<file path="src/rtl/cl_pkg.sv">
package cl_pkg;

    typedef enum logic [2:0] {
        PH_IDLE,
        PH_BLANK,
        PH_RUN,
        PH_OFF,
        PH_HALT
    } phase_e;

    // Threshold foldback: nominal below knee, floor above shutdown, linear between.
    function automatic int fold_thr(input int t, input int knee, input int shut,
                                    input int nom, input int floor_v);
        int r;
        if (t <= knee)
            r = nom;
        else if (t >= shut)
            r = floor_v;
        else
            r = nom - ((nom - floor_v) * (t - knee)) / (shut - knee);
        return r;
    endfunction

endpackage

</file>
<file path="src/rtl/cl_chan.sv">
module cl_chan
    import cl_pkg::*;
#(
    parameter int OFF_CYC   = 2500,
    parameter int BLANK_CYC = 2063
) (
    input  logic clk,
    input  logic rst,
    input  logic on_cmd,
    input  logic oc_trip,
    input  logic short_any,
    output logic drive_en,
    output logic latch_req
);
    localparam int MAXC = (OFF_CYC > BLANK_CYC) ? OFF_CYC : BLANK_CYC;
    localparam int CW   = $clog2(MAXC + 1);

    phase_e        ph;
    logic [CW-1:0] cnt;

    always_ff @(posedge clk) begin
        if (rst) begin
            ph        <= PH_IDLE;
            cnt       <= '0;
            latch_req <= 1'b0;
        end else begin
            latch_req <= 1'b0;
            case (ph)
                PH_IDLE: begin
                    if (on_cmd) begin
                        ph  <= PH_BLANK;
                        cnt <= CW'(BLANK_CYC - 1);
                    end
                end
                PH_BLANK: begin
                    if (!on_cmd) begin
                        ph <= PH_IDLE;
                    end else if (oc_trip) begin
                        ph  <= PH_OFF;
                        cnt <= CW'(OFF_CYC - 1);
                    end else if (cnt == '0) begin
                        ph <= PH_RUN;
                    end else begin
                        cnt <= cnt - 1'b1;
                    end
                end
                PH_RUN: begin
                    if (!on_cmd) begin
                        ph <= PH_IDLE;
                    end else if (short_any) begin
                        ph        <= PH_HALT;
                        latch_req <= 1'b1;
                    end else if (oc_trip) begin
                        ph  <= PH_OFF;
                        cnt <= CW'(OFF_CYC - 1);
                    end
                end
                PH_OFF: begin
                    if (cnt == '0) begin
                        ph  <= on_cmd ? PH_BLANK : PH_IDLE;
                        cnt <= CW'(BLANK_CYC - 1);
                    end else begin
                        cnt <= cnt - 1'b1;
                    end
                end
                PH_HALT: begin
                    if (!on_cmd) ph <= PH_IDLE;
                end
                default: ph <= PH_IDLE;
            endcase
        end
    end

    assign drive_en = (ph == PH_BLANK) || (ph == PH_RUN);

    p_turn_on_r1: assert property (@(posedge clk) disable iff (rst)
        $rose(drive_en) |-> $past(on_cmd));
    p_trip_off_r2: assert property (@(posedge clk) disable iff (rst)
        (drive_en && on_cmd && oc_trip && !(ph == PH_RUN && short_any)) |=> !drive_en);
    p_off_hold_r3: assert property (@(posedge clk) disable iff (rst)
        (ph == PH_OFF && cnt != '0) |=> (ph == PH_OFF));
    p_blank_mask_r4: assert property (@(posedge clk) disable iff (rst)
        (ph == PH_BLANK) |=> !latch_req);
    p_single_pulse_r5: assert property (@(posedge clk) disable iff (rst)
        latch_req |=> !latch_req);
    p_off_no_req_r6: assert property (@(posedge clk) disable iff (rst)
        (ph == PH_OFF) |=> !latch_req);

endmodule

</file>
<file path="src/rtl/cl_foldback.sv">
module cl_foldback
    import cl_pkg::*;
#(
    parameter int TEMP_W  = 8,
    parameter int THR_W   = 8,
    parameter int T_KNEE  = 160,
    parameter int T_SHUT  = 175,
    parameter int THR_NOM = 65,
    parameter int THR_MIN = 25
) (
    input  logic              clk,
    input  logic              rst,
    input  logic [TEMP_W-1:0] temp_code,
    output logic [THR_W-1:0]  thr_code,
    output logic              overtemp
);
    localparam logic [THR_W-1:0] NOM_C = THR_W'(THR_NOM);
    localparam logic [THR_W-1:0] MIN_C = THR_W'(THR_MIN);

    always_ff @(posedge clk) begin
        if (rst) begin
            thr_code <= NOM_C;
            overtemp <= 1'b0;
        end else begin
            thr_code <= THR_W'(fold_thr(int'(temp_code), T_KNEE, T_SHUT, THR_NOM, THR_MIN));
            overtemp <= (int'(temp_code) > T_SHUT);
        end
    end

    p_thr_range_r7: assert property (@(posedge clk) disable iff (rst)
        (thr_code >= MIN_C) && (thr_code <= NOM_C));
    p_ot_floor_r8: assert property (@(posedge clk) disable iff (rst)
        overtemp |-> (thr_code == MIN_C));

endmodule

</file>
<file path="src/rtl/chop_limiter.sv">
module chop_limiter
    import cl_pkg::*;
#(
    parameter int N_CH      = 2,
    parameter int OFF_CYC   = 2500,
    parameter int BLANK_CYC = 2063,
    parameter int TEMP_W    = 8,
    parameter int THR_W     = 8,
    parameter int T_KNEE    = 160,
    parameter int T_SHUT    = 175,
    parameter int THR_NOM   = 65,
    parameter int THR_MIN   = 25
) (
    input  logic              clk,
    input  logic              rst,
    input  logic [N_CH-1:0]   on_cmd,
    input  logic [N_CH-1:0]   oc_trip,
    input  logic [N_CH-1:0]   short_hi,
    input  logic [N_CH-1:0]   short_lo,
    input  logic [TEMP_W-1:0] temp_code,
    output logic [N_CH-1:0]   drive_en,
    output logic [N_CH-1:0]   latch_req,
    output logic [THR_W-1:0]  thr_code,
    output logic              overtemp
);
    for (genvar g = 0; g < N_CH; g++) begin : g_ch
        cl_chan #(
            .OFF_CYC  (OFF_CYC),
            .BLANK_CYC(BLANK_CYC)
        ) u_chan (
            .clk      (clk),
            .rst      (rst),
            .on_cmd   (on_cmd[g]),
            .oc_trip  (oc_trip[g]),
            .short_any(short_hi[g] | short_lo[g]),
            .drive_en (drive_en[g]),
            .latch_req(latch_req[g])
        );
    end

    cl_foldback #(
        .TEMP_W (TEMP_W),
        .THR_W  (THR_W),
        .T_KNEE (T_KNEE),
        .T_SHUT (T_SHUT),
        .THR_NOM(THR_NOM),
        .THR_MIN(THR_MIN)
    ) u_fold (
        .clk      (clk),
        .rst      (rst),
        .temp_code(temp_code),
        .thr_code (thr_code),
        .overtemp (overtemp)
    );

endmodule

</file>
<file path="config.mk">
export PLATFORM = sky130hd
export DESIGN_NAME = chop_limiter
export DESIGN_NICKNAME = d
export VERILOG_FILES = /design/src/rtl/cl_pkg.sv /design/src/rtl/cl_chan.sv /design/src/rtl/cl_foldback.sv /design/src/rtl/chop_limiter.sv
export SDC_FILE = /design/constraint.sdc
export NUM_CORES = 1
export LEC_CHECK = 0
export CORE_MARGIN = 1
export CORE_UTILIZATION = 55
export DETAILED_ROUTE_END_ITERATION = 16
export DONT_BUFFER_PORTS = 1
export PLACE_DENSITY = 0.71
export SKIP_CTS_REPAIR_TIMING = 1
export SYNTH_ARGS = -nofsm -noshare
export SYNTH_HDL_FRONTEND = slang
export SYNTH_SLANG_ARGS = --single-unit
</file>
<file path="constraint.sdc">
create_clock -name clk -period 17.46 [get_ports clk]
set_clock_uncertainty 0.15 [all_clocks]
set_input_delay 0.873 -clock clk [delete_from_list [all_inputs] [get_ports clk]]
set_output_delay 0.873 -clock clk [all_outputs]
set_load 0.05 [all_outputs]
</file>
After elaboration in Yosys (flattened, before gate mapping):

Cells that the tools add are included.

* $add $sub $neg: 4
* $mul: 1
* div/mod/pow operators: 1
* magnitude comparators: 3
* equal/unequal tests: 28
* muxes and demuxes: 43
* bitwise gates (word level): 6
* reductions and logical operators: 16

Operators with widths (number)
* two-way mux 12 bit: 16
* case mux 12 bit (4 select lines): 2
* two-way mux 3 bit: 18
* divider 32 x 5 -> 32 bit, second input constant: 1
* multiplier 4 x 32 -> 29 bit, first input constant: 1
* case mux 3 bit (5 select lines): 2
* zero test 12 bit: 2
* inequality test 2 bit, second input constant: 12
* subtractor 12 x 1 -> 12 bit, second input constant: 2
* inequality test 4 x 3 -> 1 bit, second input constant: 4
* AND reduction 7 bit: 2
* equality test 3 x 2 -> 1 bit, second input constant: 4
* AND reduction 5 bit: 2
* OR reduction 3 bit: 3
* subtractor 8 x 8 -> 9 bit, second input constant: 1
* >= comparator 8 bit, second input constant: 1
* > comparator 8 bit, second input constant: 1
* less-or-equal comparator 8 bit, second input constant: 1
* nonzero test 4 bit: 2
* subtractor 8 bit, first input constant: 1
* two-way mux 7 bit: 1
* equality test 3 x 1 -> 1 bit, second input constant: 2
* equality test 3 bit, second input constant: 2
* zero test 3 bit: 2
* other kinds (7): 17

* register bits: 41
* input bits: 18
* output and inout port bits: 13

Depth between registers and ports, before layout:

* word-level depth: 5
* depth in mapped cells: 72
* gate-level depth less buffers: 65

Modules after synthesis:

Synthesis repeated with hierarchy kept, for this count alone.

* cell total of the unflattened synthesis: 1018
* area total of the unflattened synthesis: 7633.6 um2

Modules (own cells, without submodules)
* cl_foldback: times used 1, cells each 746, area an instance 5351.4 um2
* cl_chan: times used 2, cells each 135, area an instance 1134.8 um2
* chop_limiter: times used 1, cells each 2, area an instance 12.5 um2

Least setup slack after synthesis:

OpenSTA, ideal clock, no wires.

* kind: input to register
* start: input temp_code[5]
* end: register u_fold.thr_code[6]
* data arrival time: 15.097 ns
* data required time: 17.179 ns
* setup slack: 2.083 ns
* cell stages on the path: 69
* path buffers: 6
* cells stage by stage: inv_1 ha_1 inv_1 ha_1 ha_1 ha_1 clkbuf_1 a21oi_1 and2_1 a21boi_1 inv_1 ha_1 o2111a_1 o22ai_1 clkbuf_1 nor4_1 o21a_1 a221o_1 (+33 left out) ha_1 nand2b_1 a31o_2 xnor2_2 inv_1 ha_1 inv_1 a211o_1 o32ai_1 nand2_1 nor2_1 ha_1 nor2_1 xnor2_1 o21ai_1 or3b_1 o21ai_1 o311ai_1

* word-level cells in the longest chain between the ends: 5
* elaborated cells between the ends (all ways): 8
* classes of those cells: add/sub (2); mul (1); div (1); order compare (2); mux (1); reduce/logical (1)

Ends and longest elaborated chain
* start, declared: line chop_limiter.sv:20 `input logic [TEMP_W-1:0] temp_code,`
* subtractor 8 x 8 -> 9 bit: line cl_pkg.sv:20 `r = nom - ((nom - floor_v) * (t - knee)) / (shut - knee);`
* multiplier 4 x 32 -> 29 bit: line cl_pkg.sv:20
* divider 32 x 5 -> 32 bit: line cl_pkg.sv:20
* subtractor 8 bit: line cl_pkg.sv:20
* two-way mux 7 bit: line cl_pkg.sv:17 `else if (t >= shut)`
* end signal, assigned: line cl_foldback.sv:25 `thr_code <= THR_W'(fold_thr(int'(temp_code), T_KNEE, T_SHUT, THR_NOM, THR_MIN));`
* end, declared: line cl_foldback.sv:14 `output logic [THR_W-1:0] thr_code,`

Several ways; a longest one is shown, not always the timed one.
A chain may end at the register's enable or synchronous reset.

Worst setup path after layout:

* start: input temp_code[5]
* end: register u_fold.thr_code[7]

* word-level cells in the longest chain between the ends: 4
* elaborated cells between the ends (all ways): 7
* classes of those cells: add/sub (2); mul (1); div (1); order compare (2); reduce/logical (1)

Ends and longest elaborated chain (line)
* subtractor 8 x 8 -> 9 bit: cl_pkg.sv:20
* multiplier 4 x 32 -> 29 bit: cl_pkg.sv:20
* divider 32 x 5 -> 32 bit: cl_pkg.sv:20
* subtractor 8 bit: cl_pkg.sv:20

Several ways; a longest one is shown, not always the timed one.

==> results.md <==
* Syn Nets at 1050
* Initial Utilization at 57.1%
* Wire length on met3 at 1.13 mm
* TNS Setup at 0 ns
* Initial detailed-routing violation count at 609
* Clk_lat worst skew at 0.29 ns
* Hold depth at 2
* GR Overflow Total at 0
* Synth Area in Compound Gates at 38.4%
* Crit start category: input port
* Rows at 40
* DRC Markers at 0
* Worst path slowest cell: or4_4
* Root Buffer: clkbuf_16
* Post-Route Utilization at 60.2%
* Main synth FF type: dfxtp_1
* Synth top area share at 11.8%
* Fill cells at 1185
* Worst Path Required at 17.51 ns
* Post-Synth Simple-Gate Area at 30.1%
* Seq/Total Area, Yosys at 11.8%
* Vias at 7689
* Top sig layer: met4
* NumNets Final at 1029
* CTS tree: done
* Mean Syn Cell Area at 6.95 sq um
* Post-synthesis mux area share at 2.20%
* CP endpoint kind: register
* Num CTS Buffers at 5
* 1st-pass router iterations at 5
* Crit Path Category: in -> reg
* Outcome: finished clean
* Hold Path Class: reg -> reg
* Met2 WL post-DR at 8.06 mm
* Largest family of logic cells by synthesized area: compound AO/OA/AOI/OAI gates
* Core ar. at 0.0122 sq mm
* Wirelength, routed at 18.4 mm
* CP most frequent cell: ha_1
* Max Slew Vio Count at 0
* Post-synth top area cell: dfxtp_1
* Vias per cell at 6.70
* Area contributors post-synth: dfxtp_1 12%, nor2_1 6.2%, a21oi_1 6.1%, nand2_1 5.8%, ha_1 5.8%
* Flop and latch count out of synthesis at 41
* FFs w/ async S/R, synth at 0%
* Final Hold Fails at 0
* Worst hold margin at 0.320 ns
* Max_slew headroom at 30.8%
* Largest net degree at the start of global routing at 23
* Layout cells sized above 1 at 8.07%
* Die Wd at 114 microns
* Crit Path Max Fanout at 13
* Adder-Cell Fraction of Synth Area at 6.34%
* Number of routed nets with antenna violations at 0
* Minimum clock period at 16.17 ns
* Synth-to-layout area growth at 5.46%
* Cell count after synthesis at 999
* Height of the die at 114 microns
* Synthesis Warnings at 0
* CTS max path bufs at 2
* Number of flops mapped to enable cells by yosys at 0
* FF-to-FF path depth at 9
* Area of placed instances at 0.00703 sq mm
* Design Area, Final at 0.00732 sq mm
* Post-synthesis cell area at 0.00694 sq mm
* Initial antenna violation count at 0
* Worst Path Arrival at 16.22 ns
* DIE AREA at 0.0131 sq mm
* Highest Clock Rate at 61.9 MHz
* Sink Count at 41
* First-pass GRT wire length at 30.6 mm
* Distinct cells, synth at 107
* DPL Wire Length at 14.3 mm
* GP Congestion at 0.932
* Worst-path clk slew at 0.06 ns
* Port buffer count at 0
* Io pins at 31
* Tightest Pin Transition at 1.03 ns
* Final setup viols at 0
* MaxCap Viol Count at 0
* XOR/XNOR Fraction of Synth Area at 7.23%
* Routed len/inst at 16.0 microns
* Diode count at 0
* Final period utilization at 92.6%
* Met1 WL at 9.01 mm
* H-tree depth at 2
* Crit-path max cell delay at 0.51 ns
* Vias in the first global route at 6576
* GRT Total Usage at 27.7%
==> cell usage after synthesis (6+ instances only) <==
| master | instances |
|---|---|
| a211o_1 | 6 |
| a211oi_1 | 13 |
| a21o_1 | 13 |
| a21oi_1 | 85 |
| a22oi_1 | 6 |
| a31oi_1 | 17 |
| and2_1 | 19 |
| and3_1 | 8 |
| buf_2 | 6 |
| clkbuf_1 | 23 |
| dfxtp_1 | 41 |
| ha_1 | 32 |
| inv_1 | 28 |
| mux2i_1 | 7 |
| nand2_1 | 107 |
| nand2b_1 | 16 |
| nand3_1 | 36 |
| nor2_1 | 114 |
| nor2b_1 | 8 |
| nor3_1 | 38 |
| nor4_1 | 20 |
| o211ai_1 | 14 |
| o21a_1 | 14 |
| o21ai_0 | 49 |
| o21ai_1 | 19 |
| o221ai_1 | 9 |
| o22ai_1 | 6 |
| o31ai_1 | 13 |
| o32ai_1 | 7 |
| or3_1 | 10 |
| or4_1 | 6 |
| xnor2_1 | 32 |
| xor2_1 | 19 |
==> registers in the layout (all words and copies together) (netlist names) <==
signal and flops:
g_ch.u_chan.cnt 24, g_ch.u_chan.latch_req 2, g_ch.u_chan.ph 6, u_fold.overtemp 1, u_fold.thr_code 8
==> placed cells by master (no fill, tap or decap), drive strengths merged, types with 10 or more instances in the layout <==
| master | count |
|---|---|
| nor4 | 20 |
| o21a | 14 |
| nand3 | 36 |
| a211oi | 16 |
| nor2 | 115 |
| xnor2 | 33 |
| nand2 | 107 |
| nor3 | 40 |
| a21oi | 88 |
| o31ai | 15 |
| inv | 29 |
| or3 | 10 |
| o211ai | 14 |
| xor2 | 20 |
| ha | 32 |
| o21ai | 69 |
| and2 | 19 |
| a21o | 13 |
| nand2b | 16 |
| dfxtp | 41 |
| a31oi | 19 |
==> worst paths after layout <==
check | endpoint | from | slack (ns)
worst max-delay path | u_fold.thr_code[7] | temp_code[5] | 1.29
worst min-delay path | g_ch[1].u_chan.cnt[6] | g_ch[1].u_chan.cnt[6] | 0.32
worst max register to register | g_ch[1].u_chan.cnt[2] | g_ch[1].u_chan.cnt[2] | 14.24
worst min register to register | g_ch[1].u_chan.cnt[6] | g_ch[1].u_chan.cnt[6] | 0.32
==> metal layers <==
| metal | GRT usage, % | vias to the layer above |
|---|---|---|
| met5 | 0 | - |
| met4 | 5.89 | 0 |
| met3 | 2.17 | 15 |
| met2 | 44.0 | 288 |
| met1 | 40.6 | 3599 |
| li1 | - | 3787 |
==> worst max-delay path: cells and delay by family <==
kind                       cells  cell delay, ns
AOI/OAI and AO/OA             27            6.66
xor gates and xnor gates       1            0.19
adders and majority gates     10            2.74
buffers and inverters          8            0.91
muxes                          1            0.37
and+or+nand+nor               20            4.42
==> stage by stage <==
stage | setup WS, ns | instances
global placement | 0.973 | 1137
global route | -0.0852 | 1147
detailed placement | 0.543 | 1137
finish | 1.29 | 1147
floorplan | 2.08 | 999
CTS | 0.828 | 1145
==> cell type report <==
class,instances,area (sq um),area share (%)
tap,168,210,2.87
clock inverter,2,38.8,0.530
inverter,29,109,1.49
sequential,41,821,11.2
timing repair buffer,8,60.1,0.820
clock buffer,6,129,1.76
multi-input combinational,893,5960,81.3
==> kinds of logic after synthesis <==
family | after synthesis
flip-flops | 41
XOR/XNOR | 54
adder cells (fa/ha/maj) | 35
AO/OA/AOI/OAI | 370
buffers and inverters | 65
multiplexers | 14
AND/OR/NAND/NOR | 420
Power is not shown: default switching activity piles up to over one toggle a cycle in this logic, so the estimate is an artifact.
